File: src/rtl/los_pkg.sv
package los_pkg;
  localparam int unsigned DEF_WORD_W    = 8;
  localparam int unsigned DEF_LOSS_RUN  = 128;
  localparam int unsigned DEF_WIN_LEN   = 128;
  localparam int unsigned DEF_MIN_EDGES = 16;

  typedef enum logic [1:0] {
    SRC_NONE = 2'b00,
    SRC_INT  = 2'b01,
    SRC_EXT  = 2'b10,
    SRC_BOTH = 2'b11
  } los_src_e;

  function automatic los_src_e merge_src(input logic int_loss, input logic ext_loss);
    return los_src_e'({ext_loss, int_loss});
  endfunction
endpackage

File: src/rtl/los_run_detector.sv
module los_run_detector #(
  parameter int unsigned LOSS_RUN = 128,
  localparam int unsigned RUN_W = $clog2(LOSS_RUN + 1)
) (
  input  logic clk,
  input  logic rst,
  input  logic edge_in,
  output logic quiet_expired
);
  logic [RUN_W-1:0] run_cnt;
  localparam logic [RUN_W-1:0] RUN_MAX = RUN_W'(LOSS_RUN);

  // Fires on the bit that extends a full quiet run by one more quiet bit.
  assign quiet_expired = !edge_in && (run_cnt == RUN_MAX);

  always_ff @(posedge clk) begin
    if (rst) begin
      run_cnt <= '0;
    end else if (edge_in) begin
      run_cnt <= '0;
    end else if (run_cnt != RUN_MAX) begin
      run_cnt <= run_cnt + 1'b1;
    end
  end

  always_comb begin
    if (!rst) a_r2_run_saturates: assert (run_cnt <= RUN_MAX);
  end
endmodule

File: src/rtl/los_edge_window.sv
module los_edge_window #(
  parameter int unsigned WIN_LEN   = 128,
  parameter int unsigned MIN_EDGES = 16,
  localparam int unsigned CNT_W = $clog2(WIN_LEN + 1)
) (
  input  logic clk,
  input  logic rst,
  input  logic edge_in,
  output logic dense
);
  logic [CNT_W-1:0] cnt_q;
  logic [CNT_W-1:0] cnt_d;
  logic             leaving;

  generate
    if (WIN_LEN > 1) begin : g_shift
      logic [WIN_LEN-1:0] flags;
      assign leaving = flags[WIN_LEN-1];
      always_ff @(posedge clk) begin
        if (rst) flags <= '0;
        else     flags <= {flags[WIN_LEN-2:0], edge_in};
      end
    end else begin : g_single
      logic flag;
      assign leaving = flag;
      always_ff @(posedge clk) begin
        if (rst) flag <= 1'b0;
        else     flag <= edge_in;
      end
    end
  endgenerate

  assign cnt_d = cnt_q + CNT_W'(edge_in) - CNT_W'(leaving);
  assign dense = (cnt_d >= CNT_W'(MIN_EDGES));

  always_ff @(posedge clk) begin
    if (rst) cnt_q <= '0;
    else     cnt_q <= cnt_d;
  end

  always_comb begin
    if (!rst) a_r3_count_in_range: assert (cnt_q <= CNT_W'(WIN_LEN));
  end
endmodule

File: src/rtl/los_deser.sv
module los_deser #(
  parameter int unsigned WORD_W = 8,
  localparam int unsigned POS_W = (WORD_W > 1) ? $clog2(WORD_W) : 1
) (
  input  logic              clk,
  input  logic              rst,
  input  logic              bit_in,
  input  logic              squelch_d,
  output logic [WORD_W-1:0] word_q,
  output logic              stb_q
);
  logic [WORD_W-1:0] sh_q;
  logic [WORD_W-1:0] raw_q;
  logic [WORD_W-1:0] assembled;
  logic [POS_W-1:0]  pos_q;
  logic              load;

  localparam logic [POS_W-1:0] POS_LAST = POS_W'(WORD_W - 1);

  generate
    if (WORD_W > 1) begin : g_wide
      assign assembled = {sh_q[WORD_W-2:0], bit_in};
    end else begin : g_narrow
      assign assembled = bit_in;
    end
  endgenerate

  assign load = (pos_q == POS_LAST);

  always_ff @(posedge clk) begin
    if (rst) begin
      sh_q   <= '0;
      raw_q  <= '0;
      pos_q  <= '0;
      stb_q  <= 1'b0;
      word_q <= '0;
    end else begin
      sh_q  <= assembled;
      pos_q <= load ? '0 : pos_q + 1'b1;
      stb_q <= load;
      if (load) raw_q <= assembled;
      if (squelch_d)  word_q <= '0;
      else if (load)  word_q <= assembled;
      else            word_q <= raw_q;
    end
  end

  a_r7_strobe_isolated: assert property (@(posedge clk) disable iff (rst)
    stb_q |=> !stb_q);
endmodule

File: src/rtl/los_monitor.sv
module los_monitor #(
  parameter int unsigned WORD_W    = los_pkg::DEF_WORD_W,
  parameter int unsigned LOSS_RUN  = los_pkg::DEF_LOSS_RUN,
  parameter int unsigned WIN_LEN   = los_pkg::DEF_WIN_LEN,
  parameter int unsigned MIN_EDGES = los_pkg::DEF_MIN_EDGES
) (
  input  logic              clk,
  input  logic              rst,
  input  logic              rx_bit,
  input  logic              int_det_off,
  input  logic              ext_sd_n,
  output logic [WORD_W-1:0] rx_word,
  output logic              word_stb,
  output logic              los
);
  import los_pkg::*;

  logic prev_bit;
  logic bit_edge;
  logic quiet_expired;
  logic dense;
  logic int_loss_q;
  logic ext_meta_q;
  logic ext_sync_q;
  logic los_d;
  logic los_q;
  los_src_e src;

  assign bit_edge = rx_bit ^ prev_bit;

  always_ff @(posedge clk) begin
    if (rst) prev_bit <= 1'b0;
    else     prev_bit <= rx_bit;
  end

  los_run_detector #(.LOSS_RUN(LOSS_RUN)) u_run (
    .clk(clk), .rst(rst), .edge_in(bit_edge), .quiet_expired(quiet_expired)
  );

  los_edge_window #(.WIN_LEN(WIN_LEN), .MIN_EDGES(MIN_EDGES)) u_win (
    .clk(clk), .rst(rst), .edge_in(bit_edge), .dense(dense)
  );

  always_ff @(posedge clk) begin
    if (rst)                int_loss_q <= 1'b1;
    else if (quiet_expired) int_loss_q <= 1'b1;
    else if (dense)         int_loss_q <= 1'b0;
  end

  always_ff @(posedge clk) begin
    if (rst) begin
      ext_meta_q <= 1'b1;
      ext_sync_q <= 1'b1;
    end else begin
      ext_meta_q <= ext_sd_n;
      ext_sync_q <= ext_meta_q;
    end
  end

  assign src   = merge_src(int_loss_q && !int_det_off, !ext_sync_q);
  assign los_d = (src != SRC_NONE);

  always_ff @(posedge clk) begin
    if (rst) los_q <= 1'b1;
    else     los_q <= los_d;
  end

  los_deser #(.WORD_W(WORD_W)) u_deser (
    .clk(clk), .rst(rst), .bit_in(rx_bit), .squelch_d(los_d & ~rst),
    .word_q(rx_word), .stb_q(word_stb)
  );

  assign los = los_q;

  a_r5_ext_forces_loss: assert property (@(posedge clk) disable iff (rst)
    !ext_sync_q |=> los_q);
  a_r8_squelched_word: assert property (@(posedge clk) disable iff (rst)
    los_q |-> (rx_word == '0));
  a_r2_quiet_sets_loss: assert property (@(posedge clk) disable iff (rst)
    quiet_expired |=> int_loss_q);
  a_r6_clear_needs_both: assert property (@(posedge clk) disable iff (rst)
    !los_q |-> ext_sync_q || $past(ext_sync_q) || $past(rst));
endmodule

File: config.mk
export PLATFORM = sky130hd
export DESIGN_NAME = los_monitor
export DESIGN_NICKNAME = d
export VERILOG_FILES = /design/src/rtl/los_pkg.sv /design/src/rtl/los_run_detector.sv /design/src/rtl/los_edge_window.sv /design/src/rtl/los_deser.sv /design/src/rtl/los_monitor.sv
export SDC_FILE = /design/constraint.sdc
export NUM_CORES = 1
export LEC_CHECK = 0
export BUFFER_PORTS_ARGS = -buffer_cell sky130_fd_sc_hd__buf_4
export CORE_ASPECT_RATIO = 0.8
export CORE_MARGIN = 2
export CORE_UTILIZATION = 64
export DETAILED_ROUTE_END_ITERATION = 7
export PLACE_DENSITY_LB_ADDON = 0.25
export SKIP_LAST_GASP = 1
export SLEW_MARGIN = 0
export SYNTH_ARGS = -nofsm -noshare
export SYNTH_HDL_FRONTEND = slang
export SYNTH_HIERARCHICAL = 1
export SYNTH_SLANG_ARGS = --single-unit
File: constraint.sdc
create_clock -name clk -period 3.8 [get_ports clk]
set_clock_uncertainty 0.05 [all_clocks]
set_input_delay 0.38 -clock clk [delete_from_list [all_inputs] [get_ports clk]]
set_output_delay 0.38 -clock clk [all_outputs]
set_load 0.01 [all_outputs]
### Word-level counts from Yosys, hierarchy flattened

Cells that the tools add are included.

| storage, ports and cells | value |
|---|---|
| bits in registers | 176 |
| output and inout bits | 10 |
| word-level logic and storage cells | 35 |

| cells by class | value |
|---|---|
| add/sub/neg operators | 4 |
| $lt $le $gt $ge | 1 |
| equal/unequal tests | 3 |
| multiplexer cells | 1 |
| bitwise gates (word level) | 3 |
| reduce and logical (&&, ||, !) cells | 10 |

Operators by type and width:

| operator | number |
|---|---|
| 8-bit by 1-bit adder with 8-bit output | 1 |
| 8-bit by 1-bit adder with 8-bit output (second input constant) | 1 |
| 8-bit == test (second input constant) | 1 |
| 8-bit by 5-bit greater-or-equal comparator with 1-bit output (second input constant) | 1 |
| 8-bit 2-to-1 mux | 1 |
| 8-bit inequality test (second input constant) | 1 |
| 2-bit OR reduction | 4 |
| 8-bit by 1-bit subtractor with 8-bit output | 1 |
| 3-bit by 1-bit adder with 3-bit output (second input constant) | 1 |
| 3-bit == test (second input constant) | 1 |
| 1-bit zero test | 3 |
| 1-bit logical AND | 2 |
| 2-bit nonzero test | 1 |
| 1-bit bitwise AND | 1 |
| 1-bit inverter | 1 |
| 1-bit XOR | 1 |

### Longest topological paths before layout

| logic depth | value |
|---|---|
| word-level depth | 5 |
| mapped depth | 10 |
| depth with buffers taken out | 10 |

### By module

Netlist, hierarchy kept.

By module, submodules not included:

| module | times used | cells each | area an instance (um2) | sequential area each (um2) |
|---|---|---|---|---|
| los_edge_window | 1 | 340 | 4006.3 | 2722.6 |
| los_deser | 1 | 69 | 820.8 | 540.5 |
| los_run_detector | 1 | 48 | 417.9 | 160.2 |
| los_monitor | 1 | 15 | 158.9 | 100.1 |

### Worst setup path before layout

No wires, ideal clock.

| timing | value |
|---|---|
| path type | register to register |
| start point | reg u_win.cnt_q[0] |
| end point | reg int_loss_q |
| arrival | 2.055 ns |
| setup slack | 1.621 ns |
| stages on the path, launching flop included | 11 |
| period minus slack after synthesis | 2.179 ns |
| cell sequence | dfxtp_1 inv_1 ha_1 inv_1 ha_1 fa_1 a211oi_1 or4_1 o2111a_1 o2111ai_1 o21ai_0 |

| between the ends | value |
|---|---|
| cells in the longest elaborated chain, start to end | 3 |

RTL lines:

| item | RTL line | source |
|---|---|---|
| from (decl) | los_edge_window.sv:11 | `logic [CNT_W-1:0] cnt_q;` |
| from (signal assigned) | los_edge_window.sv:38 | `else cnt_q <= cnt_d;` |
| 8-bit by 1-bit adder with 8-bit output | los_edge_window.sv:33 | `assign cnt_d = cnt_q + CNT_W'(edge_in) - CNT_W'(leaving);` |
| 8-bit by 1-bit subtractor with 8-bit output | los_edge_window.sv:33 |  |
| 8-bit by 5-bit greater-or-equal comparator with 1-bit output | los_edge_window.sv:34 | `assign dense = (cnt_d >= CNT_W'(MIN_EDGES));` |
| via dense | los_monitor.sv:21 | `logic dense;` |
| to (signal assigned) | los_monitor.sv:45 | `if (rst) int_loss_q <= 1'b1;` |
| to (signal assigned) | los_monitor.sv:46 | `else if (quiet_expired) int_loss_q <= 1'b1;` |
| to (signal assigned) | los_monitor.sv:47 | `else if (dense) int_loss_q <= 1'b0;` |
| to (decl) | los_monitor.sv:22 | `logic int_loss_q;` |

The timed path passes the listed nets, and every way through them passes these cells.
A chain may end at the register's enable or synchronous reset.

### Final worst setup path

Same ends and word-level chain as after synthesis.

==> impl_metrics.py <==
metrics = {
    "outcome": {
        "status": "completed",
    },
    "floorplanning": {
        "ioPinCount": 15,
        "initial_utilization_pct": 67.09,
        "die_area_mm2": 0.009199,
        "die_height_um": 86.19,
        "core_area_mm2": 0.008055,
        "num_rows": 29,
        "dieWidth_um": 106.7,
    },
    "sta": {
        "period_needed_ps": 2360,
        "finalSetupTns_ps": 0,
        "setup_slack_ps": 1440,
        "final_hold_viol_count": 0,
        "slew_headroom_pct": 41.56,
        "worst_pin_slew_ps": 876.6,
        "setup_violations": 0,
        "slew_violations": 0,
        "timing.final.crit_share_pct": 62.11,
        "max_freq_mhz": 423.7,
        "rsz0062_at_grt": "no",
    },
    "logic_synthesis": {
        "synth_edf_count": 0,
        "yosys.area.top_type": "dfxtp_1",
        "syn_area_mm2": 0.005404,
        "ys.flop_type": "dfxtp_1",
        "ys_types": 45,
        "netlist_instances": 472,
        "ys_warn_count": 6,
        "synth_most_common_cell": "dfxtp_1",
        "synthArstFlopShare_pct": 0,
        "synth_nets": 490,
        "synth_top_area_share_pct": 65.20,
        "synth_seq_cells": 176,
        "yosysSeqAreaShare_pct": 65.20,
        "yosys-top-cells-area": "dfxtp_1 65%, nor2b_1 16%, ha_1 2.8%",
        "syn_avg_cell_area_um2": 11.45,
        "synthTopCellsByCount": "176 x dfxtp_1, 139 x nor2b_1, 29 x nor2_1, 14 x clkbuf_1, 13 x inv_1",
    },
    "setup_path": {
        "crit_chain": "inv_1 > ha_1 > inv_1 > ha_1 > fa_1 > a211oi_1 > or4_1 > o2111a_1 > o2111ai_1 > o21ai_0",
        "crit_path_start_kind": "flop",
        "crit_slowest_cell": "fa_1",
        "slowest_delay_ps": 420,
        "crit_family": "adder cells",
        "cp_data_arrival_time_ps": 2750,
        "critPathKind": "flop to flop",
        "cp_max_fo": 3,
        "cp_data_required_time_ps": 4190,
        "worst-path-buf-inv": 2,
        "crit_path_end_kind": "flop",
    },
    "detailed_routing": {
        "dr_wl_met2_um": 3490,
        "m1WireLength_um": 3867,
        "met3_length_um": 311,
        "viasPerCell": 4.862,
        "drt_wl_total_um": 7769,
        "drt-initial-drc-count": 115,
        "wl_per_cell_um": 12.80,
        "routed.top_layer": "met4",
        "dr_total_vias": 2951,
        "drc_errors": 0,
        "first_pass_iters": 4,
        "antenna_left": 0,
    },
    "pwr": {
        "internal_power_mw": 2.995,
        "power_mw": 4.052,
        "pwr-share-comb_pct": 11.8,
        "power_frac_clock_pct": 41.0,
        "power.density_mw_per_mm2": 659.6,
        "swShare_pct": 26.08,
        "p_switching_mw": 1.057,
        "leakagePower_nw": 2.445,
        "pwr-share-seq_pct": 47.2,
        "ir_worst_vdd_v": 0.0004485,
    },
    "finish": {
        "n_antenna_cell": 0,
        "fillers": 528,
        "multiInputGateArea_mm2": 0.001718,
        "seq_area_mm2": 0.003523,
        "area_growth_pct": 13.68,
        "nets": 504,
        "drive_above_1_share_pct": 11.02,
    },
    "clock_network": {
        "cts_tree": "built",
        "clk_pin_slew_worst_paths_ps": 70,
        "cts.htree.levels": 4,
        "cts_resized": 0,
        "cts_buffers": 17,
        "clock-root-buffer": "clkbuf_8",
        "clock_latency_ps": 520,
        "clockBufferDepth": 2,
        "cts_num_sinks": 176,
    },
    "global_routing": {
        "grt_use_total_pct": 18.57,
        "antenna_found_initial": 0,
        "grt_max_degree": 95,
        "grt_pass1_wl_um": 13230,
        "grt_pass1_vias": 2843,
        "overflow": 0,
    },
    "place": {
        "place_ws_ps": 1332,
        "dp_hpwl_um": 4298,
        "numPortBuffers": 14,
        "gp_routability_congestion": 0.7514,
    },
    "job": {
        "drv_cap": 0,
    },
    "min_path": {
        "min_path_type": "input pin to flop",
    },
}
[area by class of cell]
cell class | instances | area share, %
flip-flops and latches | 176 | 57.35
multi-input cells | 260 | 27.96
clock buffers | 17 | 6.741
clock inverters | 15 | 2.770
well taps | 108 | 2.200
repair buffers | 17 | 2.118
inverters | 14 | 0.8554
[worst reg2reg max path, stage by stage, from the launching register on]
cell and delay, ps:
dfxtp_1 310, inv_1 40, ha_1 270, inv_1 40
ha_1 220, fa_1 420, a211oi_1 310, or4_1 170
o2111a_1 200, o2111ai_1 120, o21ai_0 160
[path summary, 6_finish.rpt]
kind	start	to	slack, ps	cells after the start
worst max-delay path	u_win/cnt_q[0]	int_loss_q	1440	10
worst min-delay path	rx_bit	u_deser/sh_q[0]	70	2
worst max register to register	u_win/cnt_q[0]	int_loss_q	1440	10
worst min register to register	ext_meta_q	ext_sync_q	360	1
[routing by layer]
layer,vias up,GRT usage (%)
li1,1531,-
met1,1358,24.79
met2,48,27.68
met3,14,7.143
met4,0,6.966
met5,-,0
[what timing repair did]
item	in CTS	in global routing
buffers inserted	0	0
hold buffers	1	0
endpoints found under the hold margin	1	0
setup endpoints to repair	0	0
[metrics by stage]
step	cells	util (%)	area (um2)	hold WS (ps)
after global routing	607	76.27	6143	49.49
after floorplan	472	-	5404	333.0
after detailed placement	574	68.89	5549	347.8
after CTS	607	76.27	6143	42.40
after global placement	574	68.89	5549	341.5
final	607	76.27	6143	68.64
[cells by family (layout without fill, tap and decap cells)]
| kind of cell | count (synthesis) | after routing | share of synthesized area (%) |
|---|---|---|---|
| flops | 176 | 176 | 65.20 |
| mux | 9 | 9 | 1.667 |
| xor+xnor | 7 | 7 | 1.135 |
| simple gates | 205 | 205 | 22.37 |
| compound gates | 26 | 26 | 3.473 |
| buf+inv | 36 | 63 | 3.010 |
| fa+ha+maj | 13 | 13 | 3.149 |
[power by group through the flow]
stage / combinational (mW) / sequential, mW / clock [mW]
global route: 0.530 / 1.92 / 1.78
CTS: 0.469 / 1.91 / 1.70
detailed placement: 0.462 / 1.95 / 0
global placement: 0.441 / 1.95 / 0
finish: 0.480 / 1.91 / 1.66
floorplan: 0.384 / 1.95 / 0
[state kept, by name, summed over array words and instances, names as in the netlist]
register and count:
u_win/g_shift.flags 128, u_deser/raw_q 8, u_deser/word_q 8, u_run/run_cnt 8, u_win/cnt_q 8, u_deser/sh_q 7, u_deser/pos_q 3, ext_meta_q 1
ext_sync_q 1, int_loss_q 1, los 1, prev_bit 1, u_deser/stb_q 1
[cell usage in the layout (no fill, tap or decap), drive strengths merged, types with 5 or more instances in the layout]
| cell | count |
|---|---|
| dfxtp | 176 |
| nor2b | 139 |
| nor2 | 29 |
| inv | 21 |
| clkbuf | 17 |
| buf | 16 |
| ha | 12 |
| mux2i | 9 |
| nor3 | 9 |
| o21ai | 9 |
| nand3 | 5 |
| clkinv | 5 |
(Power assumes the default switching activity.)
